--- src/rtl/rxc_pkg.sv ---
// Shared code values for the receive frame classifier.
package rxc_pkg;
    typedef enum logic [7:0] {
        RXC_OK        = 8'd0,
        RXC_PARTIAL   = 8'd1,
        RXC_TRUNC     = 8'd2,
        RXC_OVERRUN   = 8'd3,
        RXC_OVERSIZE  = 8'd4,
        RXC_ALIGN     = 8'd5,
        RXC_FRAGMENT  = 8'd6,
        RXC_FCS       = 8'd7,
        RXC_UNDERSIZE = 8'd8,
        RXC_LEN_MISM  = 8'd10,
        RXC_RX_ERR    = 8'd11,
        RXC_SKIP      = 8'd12,
        RXC_L2_SHORT  = 8'd18
    } rxc_code_e;
endpackage

--- src/rtl/rxc_frame_tracker.sv ---
// Byte counter and sticky flags for the frame in progress.
// Assumes: in_last is only meaningful with in_valid. Outputs the count
// including the current byte and the flags including the current beat.
module rxc_frame_tracker #(
    parameter int CNT_W = 16
) (
    input  logic             clk,
    input  logic             rst_n,
    input  logic             in_valid,
    input  logic             in_last,
    input  logic             in_rxerr,
    input  logic             in_ovf,
    output logic [CNT_W-1:0] cnt_prev,
    output logic [CNT_W-1:0] cnt_now,
    output logic             rxerr_now,
    output logic             ovf_now
);
    localparam logic [CNT_W-1:0] CNT_MAX = '1;

    logic [CNT_W-1:0] cnt_q;
    logic             rxerr_q;
    logic             ovf_q;

    // Count including this byte, saturating at the top.
    always_comb begin
        cnt_now   = (cnt_q == CNT_MAX) ? CNT_MAX : cnt_q + 1'b1;
        rxerr_now = rxerr_q | in_rxerr;
        ovf_now   = ovf_q | in_ovf;
        cnt_prev  = cnt_q;
    end

    // Advance the count and sticky flags per byte; clear at end of frame.
    always_ff @(posedge clk) begin
        if (!rst_n) begin
            cnt_q   <= '0;
            rxerr_q <= 1'b0;
            ovf_q   <= 1'b0;
        end else if (in_valid) begin
            if (in_last) begin
                cnt_q   <= '0;
                rxerr_q <= 1'b0;
                ovf_q   <= 1'b0;
            end else begin
                cnt_q   <= cnt_now;
                rxerr_q <= rxerr_now;
                ovf_q   <= ovf_now;
            end
        end
    end

    // nothing survives an end of frame.
    assert_state_clear_R13: assert property (@(posedge clk) disable iff (!rst_n)
        (in_valid && in_last) |=> (cnt_q == '0 && !rxerr_q && !ovf_q));
endmodule

--- src/rtl/rxc_len_field.sv ---
// Captures the type/length field at byte offsets 12 (high) and 13 (low).
// Assumes cnt_prev is the index of the current byte. The field is only
// meaningful when the frame has reached 14 bytes.
module rxc_len_field #(
    parameter int CNT_W   = 16,
    parameter int HI_IDX  = 12
) (
    input  logic             clk,
    input  logic             rst_n,
    input  logic             in_valid,
    input  logic [7:0]       in_data,
    input  logic [CNT_W-1:0] cnt_prev,
    output logic [15:0]      field_now
);
    localparam logic [CNT_W-1:0] HI_POS = CNT_W'(HI_IDX);
    localparam logic [CNT_W-1:0] LO_POS = CNT_W'(HI_IDX + 1);

    logic [7:0] hi_q;
    logic [7:0] lo_q;

    // Latch the two field bytes as they pass.
    always_ff @(posedge clk) begin
        if (!rst_n) begin
            hi_q <= '0;
            lo_q <= '0;
        end else if (in_valid) begin
            if (cnt_prev == HI_POS) hi_q <= in_data;
            if (cnt_prev == LO_POS) lo_q <= in_data;
        end
    end

    // Forward the low byte when the frame ends on it.
    always_comb begin
        field_now = {hi_q, (cnt_prev == LO_POS) ? in_data : lo_q};
    end
endmodule

--- src/rtl/rxc_verdict.sv ---
// Priority encoder from frame conditions to an error code.
// Purely combinational; evaluated on the last byte of a frame.
module rxc_verdict
    import rxc_pkg::*;
#(
    parameter int CNT_W      = 16,
    parameter int SKIP_W     = 8,
    parameter int JABBER_LEN = 1536,
    parameter int HDR_BYTES  = 14,
    parameter int FCS_BYTES  = 4,
    parameter int TYPE_MIN   = 16'h0600
) (
    input  logic [CNT_W-1:0]  n_bytes,
    input  logic              ovf,
    input  logic              rxerr,
    input  logic              fcs_ok,
    input  logic              dribble,
    input  logic [15:0]       field,
    input  logic [SKIP_W-1:0] cfg_skip,
    input  logic [CNT_W-1:0]  cfg_min_len,
    input  logic [CNT_W-1:0]  cfg_max_len,
    output rxc_code_e         code
);
    localparam int EXT_W = (CNT_W > 16 ? CNT_W : 16) + 1;
    localparam logic [EXT_W-1:0] OVERHEAD = EXT_W'(HDR_BYTES + FCS_BYTES);

    logic too_long, too_short, short_skip, short_hdr, mism, trunc;

    // Length comparisons.
    always_comb begin
        trunc      = {1'b0, n_bytes} > (CNT_W+1)'(JABBER_LEN);
        too_long   = n_bytes > cfg_max_len;
        too_short  = n_bytes < cfg_min_len;
        short_skip = n_bytes < CNT_W'(cfg_skip);
        short_hdr  = n_bytes < CNT_W'(HDR_BYTES);
        mism       = (field < 16'(TYPE_MIN)) &&
                     ((EXT_W'(field) + OVERHEAD) != EXT_W'(n_bytes));
    end

    // Fixed priority: the earlier test wins.
    always_comb begin
        if (ovf)                   code = RXC_PARTIAL;
        else if (trunc)            code = RXC_TRUNC;
        else if (rxerr)            code = RXC_RX_ERR;
        else if (too_long)         code = fcs_ok ? RXC_OVERSIZE : RXC_OVERRUN;
        else if (dribble && !fcs_ok) code = RXC_ALIGN;
        else if (too_short)        code = fcs_ok ? RXC_UNDERSIZE : RXC_FRAGMENT;
        else if (short_skip)       code = RXC_SKIP;
        else if (short_hdr)        code = RXC_L2_SHORT;
        else if (mism)             code = RXC_LEN_MISM;
        else if (!fcs_ok)          code = RXC_FCS;
        else                       code = RXC_OK;
    end
endmodule

--- src/rtl/rx_frame_classifier.sv ---
// Per-frame receive error classifier. Watches a byte stream, and one
// cycle after each last byte emits a one-cycle verdict with an error
// code. Assumes in_fcs_ok and in_dribble are valid with the last byte.
module rx_frame_classifier
    import rxc_pkg::*;
#(
    parameter int CNT_W      = 16,
    parameter int SKIP_W     = 8,
    parameter int JABBER_LEN = 1536
) (
    input  logic              clk,
    input  logic              rst_n,
    input  logic              in_valid,
    input  logic [7:0]        in_data,
    input  logic              in_rxerr,
    input  logic              in_ovf,
    input  logic              in_last,
    input  logic              in_fcs_ok,
    input  logic              in_dribble,
    input  logic [SKIP_W-1:0] cfg_skip,
    input  logic [CNT_W-1:0]  cfg_min_len,
    input  logic [CNT_W-1:0]  cfg_max_len,
    output logic              res_valid,
    output logic              res_err,
    output logic [7:0]        res_code
);
    logic [CNT_W-1:0] cnt_prev, cnt_now;
    logic             rxerr_now, ovf_now;
    logic [15:0]      field_now;
    rxc_code_e        code_now;
    logic             valid_q;
    logic [7:0]       code_q;

    rxc_frame_tracker #(.CNT_W(CNT_W)) u_trk (
        .clk(clk), .rst_n(rst_n), .in_valid(in_valid), .in_last(in_last),
        .in_rxerr(in_rxerr & in_valid), .in_ovf(in_ovf & in_valid),
        .cnt_prev(cnt_prev), .cnt_now(cnt_now),
        .rxerr_now(rxerr_now), .ovf_now(ovf_now)
    );

    rxc_len_field #(.CNT_W(CNT_W)) u_fld (
        .clk(clk), .rst_n(rst_n), .in_valid(in_valid), .in_data(in_data),
        .cnt_prev(cnt_prev), .field_now(field_now)
    );

    rxc_verdict #(.CNT_W(CNT_W), .SKIP_W(SKIP_W), .JABBER_LEN(JABBER_LEN)) u_vrd (
        .n_bytes(cnt_now), .ovf(ovf_now), .rxerr(rxerr_now),
        .fcs_ok(in_fcs_ok), .dribble(in_dribble), .field(field_now),
        .cfg_skip(cfg_skip), .cfg_min_len(cfg_min_len),
        .cfg_max_len(cfg_max_len), .code(code_now)
    );

    // Register the verdict on the last byte; zero it otherwise.
    always_ff @(posedge clk) begin
        if (!rst_n) begin
            valid_q <= 1'b0;
            code_q  <= '0;
        end else begin
            valid_q <= in_valid && in_last;
            code_q  <= (in_valid && in_last) ? 8'(code_now) : 8'd0;
        end
    end

    // Drive the outputs.
    always_comb begin
        res_valid = valid_q;
        res_code  = code_q;
        res_err   = (code_q != 8'd0);
    end

    // verdict follows a last byte by exactly one cycle.
    assert_verdict_timing_R1: assert property (@(posedge clk) disable iff (!rst_n)
        (in_valid && in_last) |=> res_valid);
    assert_no_spurious_R1: assert property (@(posedge clk) disable iff (!rst_n)
        res_valid |-> $past(in_valid && in_last));
    assert_quiet_idle_R1: assert property (@(posedge clk) disable iff (!rst_n)
        !res_valid |-> (res_code == 8'd0 && !res_err));
    // overflow on the last byte always reports partial.
    assert_partial_wins_R2: assert property (@(posedge clk) disable iff (!rst_n)
        (in_valid && in_last && in_ovf) |=> (res_code == 8'd1));
endmodule

--- config.mk ---
export PLATFORM = sky130hd
export DESIGN_NAME = rx_frame_classifier
export DESIGN_NICKNAME = d
export VERILOG_FILES = /design/src/rtl/rxc_pkg.sv /design/src/rtl/rxc_frame_tracker.sv /design/src/rtl/rxc_len_field.sv /design/src/rtl/rxc_verdict.sv /design/src/rtl/rx_frame_classifier.sv
export SDC_FILE = /design/constraint.sdc
export NUM_CORES = 1
export LEC_CHECK = 0
export CAP_MARGIN = 20
export CORE_UTILIZATION = 45
export CTS_BUF_LIST = sky130_fd_sc_hd__clkbuf_4
export DETAILED_ROUTE_END_ITERATION = 8
export PLACE_DENSITY_LB_ADDON = 0.15
export RECOVER_POWER = 50
export SETUP_SLACK_MARGIN = 0.2
export SLEW_MARGIN = 20
export SYNTH_ARGS = -nofsm -noshare
export SYNTH_HDL_FRONTEND = slang
export SYNTH_HIERARCHICAL = 1
export SYNTH_SLANG_ARGS = --single-unit
--- constraint.sdc ---
create_clock -name clk -period 6.5 [get_ports clk]
set_clock_uncertainty 0.2 [all_clocks]
set_input_delay 0.975 -clock clk [delete_from_list [all_inputs] [get_ports clk]]
set_output_delay 0.975 -clock clk [all_outputs]
set_load 0.01 [all_outputs]
==> impl_metrics.json <==
{
  "ctsHoldBuffers": 0,
  "synth.largest_area_cell": "dfxtp_1",
  "num_antenna_cells": 0,
  "synth_most_common_cell": "nand2_1",
  "cp_max_fo": 17,
  "design_area_um2": 4890,
  "die_y_um": 98.1,
  "post_cts_resized": 0,
  "synth_top_area_share_pct": 20.7,
  "cap_violations": 0,
  "maxSlewHeadroom_pct": 24.6,
  "drt_wl_total_um": 11600,
  "hp-start": "u_fld/lo_q[7]",
  "rows": 34,
  "postCtsSetupRepairBufs": 0,
  "dieArea_um2": 9630,
  "cts_root_buffer": "clkbuf_4",
  "grt_usage_pct": 23.8,
  "grt_max_degree": 32,
  "vias_per_cell": 5.98,
  "worst_ep_required_time_ns": 6.63,
  "area_growth_pct": 17.6,
  "cp_top_family": "simple AND/OR/NAND/NOR gates",
  "finalHoldViolCount": 0,
  "initial_utilization_pct": 47.0,
  "clock_latency_ns": 0.37,
  "final_nets": 665,
  "synth_area_um2": 4160,
  "worst_slew_pin_slew_ns": 1.12,
  "cp_slowest_cell": "or4_1",
  "slew_violations": 0,
  "ys_top_cells_by_count": "nand2_1 (58), inv_1 (45), dfxtp_1 (43)",
  "cts.clk_slew.worst_paths_ns": 0.14,
  "avgSynthCellArea_um2": 8.08,
  "num-fill-cells": 822,
  "drive_gt1_share_pct": 9.30,
  "die_w_um": 98.1,
  "yosys_warnings": 6,
  "final-setup-viol-count": 0,
  "synth_cells": 515,
  "p_per_area_nw_per_um2": 111,
  "clock_sinks": 43,
  "synth_area_leaders": "dfxtp_1 (21%), ha_1 (12%), nand2_1 (5.2%), mux2i_1 (4.3%), inv_1 (4.1%)",
  "rsz0062_at_grt": "no",
  "fin_crit_ns": 4.79,
  "core-area_um2": 8850,
  "fin_crit_sh_pct": 73.7,
  "dp_hpwl_um": 8660,
  "end_kind": "flip-flop",
  "io_buffer_count": 65,
  "status": "finished with violations",
  "drtIter0Drc": 266,
  "startpoint": "u_trk/cnt_prev[0]",
  "min_path_type": "flip-flop to flip-flop",
  "routedWlPerCell_um": 17.1,
  "reg2reg_from": "u_trk/cnt_prev[0]",
  "grt-ovfl-total": 0,
  "slowest_delay_ns": 0.86,
  "critical_path_class": "flip-flop to flip-flop",
  "critical_path_arrival_ns": 4.92,
  "synth_seq_area_share_pct": 20.7,
  "cts_buffers": 5,
  "hold-worst-slack_ns": 0.271,
  "critical_path.cell_chain": "ha_1 -> nand3_2 -> or4_1 -> o21ai_0 -> ha_1 -> a211o_1 -> a31oi_1 -> o221ai_1 -> a211oi_1 -> nor4_1 -> o2111ai_1 -> a31oi_1 -> and2_4",
  "placed_area_um2": 4830,
  "synthFlopType": "dfxtp_1",
  "grt_pass1_wl_um": 18600,
  "antenna_found_initial": 0,
  "drt_first_pass_iters": 9,
  "io_pins": 66,
  "ant_nets": 0,
  "synth_cell_types": 74,
  "ys_seq_elements": 43,
  "async_flop_share_pct": 0,
  "postLayoutCoreUtil_pct": 55.3,
  "synth_edf_count": 0,
  "cp-start-kind": "flip-flop",
  "clockBufferDepth": 2,
  "violations": "design-rule violations",
  "place_congestion": 0.915,
  "vias": 4056,
  "total_leakage_power_nw": 2.16,
  "cts_tree": "done",
  "clock.fmax_mhz": 209,
  "crit_buf_inv": 0,
  "h-tree-depth": 2,
  "drcViolationCount": 1,
  "vdd_drop_max_v": 0.0000690,
  "final.setup.tns_ns": 0,
  "power.total_mw": 0.541,
  "grt_pass1_vias": 3874
}
==> worst paths after layout <==
path / end / slack, ns / depth (start not counted)
setup / recovery: res_code[1] / 1.71 / 13
hold / removal: u_fld/lo_q[7] / 0.27 / 2
setup reg to reg: res_code[1] / 1.71 / 13
hold reg to reg: u_fld/lo_q[7] / 0.27 / 2
==> kinds of logic after synthesis <==
kind of cell / Yosys count / synth area share [%]
fa+ha+maj: 40 / 12.0
mux: 28 / 7.76
other cells: 1 / 0.0902
simple gates: 207 / 28.6
compound gates: 105 / 18.4
xor+xnor: 24 / 5.05
flops: 43 / 20.7
buf+inv: 67 / 7.31
==> per-stage QoR <==
| step | setup slack (ns) | cells |
|---|---|---|
| 6_report | 1.71 | 678 |
| 5_1_grt | 1.43 | 678 |
| 4_1_cts | 1.79 | 678 |
| 3_5_place_dp | 1.81 | 670 |
| 3_3_place_gp | 1.91 | 670 |
| 2_1_floorplan | 2.48 | 517 |
==> power breakdown <==
group          total [mW]  switching [mW]  leakage, nW  internal, mW
sequential          0.268         0.00226        0.347         0.266
clock               0.177          0.0960       0.0452        0.0810
combinational      0.0959          0.0424         1.76        0.0536
total               0.541           0.141         2.16         0.401
==> per-layer routing <==
| layer | global-route usage (%) | wire (µm) | vias to the layer above |
|---|---|---|---|
| met5 | 0 | 0 | - |
| met4 | 8.96 | 305 | 0 |
| met3 | 3.44 | 742 | 27 |
| met2 | 41.0 | 5320 | 150 |
| met1 | 30.2 | 5210 | 1882 |
| li1 | - | - | 1997 |
==> cells in the final DEF (no fill, tap or decap), drive strengths merged, types with 12 or more instances in the layout <==
master,instances
xnor2,12
and2,15
nor2,26
nor3,14
clkdlybuf4s50,55
inv,45
a21oi,25
nor4,14
dfxtp,43
mux2i,18
xor2,12
ha,40
nand3,22
o21ai,12
nand4,20
nand2,58
==> state kept, by name (all words and copies together) (netlist names) <==
signal	flops
u_trk/ovf_q	1
res_valid	1
u_fld/lo_q	8
u_fld/hi_q	8
u_trk/cnt_prev	16
u_trk/rxerr_q	1
res_code	8
==> final cells by class <==
| class | instances | area (µm²) | area share [%] |
|---|---|---|---|
| well taps | 108 | 135 | 2.76 |
| inverters | 46 | 173 | 3.53 |
| clock inverters | 3 | 43.8 | 0.895 |
| multi-input cells | 407 | 2980 | 61.0 |
| flip-flops and latches | 43 | 861 | 17.6 |
| clock buffers | 5 | 37.5 | 0.767 |
| repair buffers | 66 | 658 | 13.5 |
==> worst min-delay path, delay by kind of cell (launching register included) <==
kind	cells	cell delay, ns
flip-flops	1	0.34
multiplexers	1	0.05
AND/OR/NAND/NOR	1	0.05
Power figures use the tool's default switching activity.
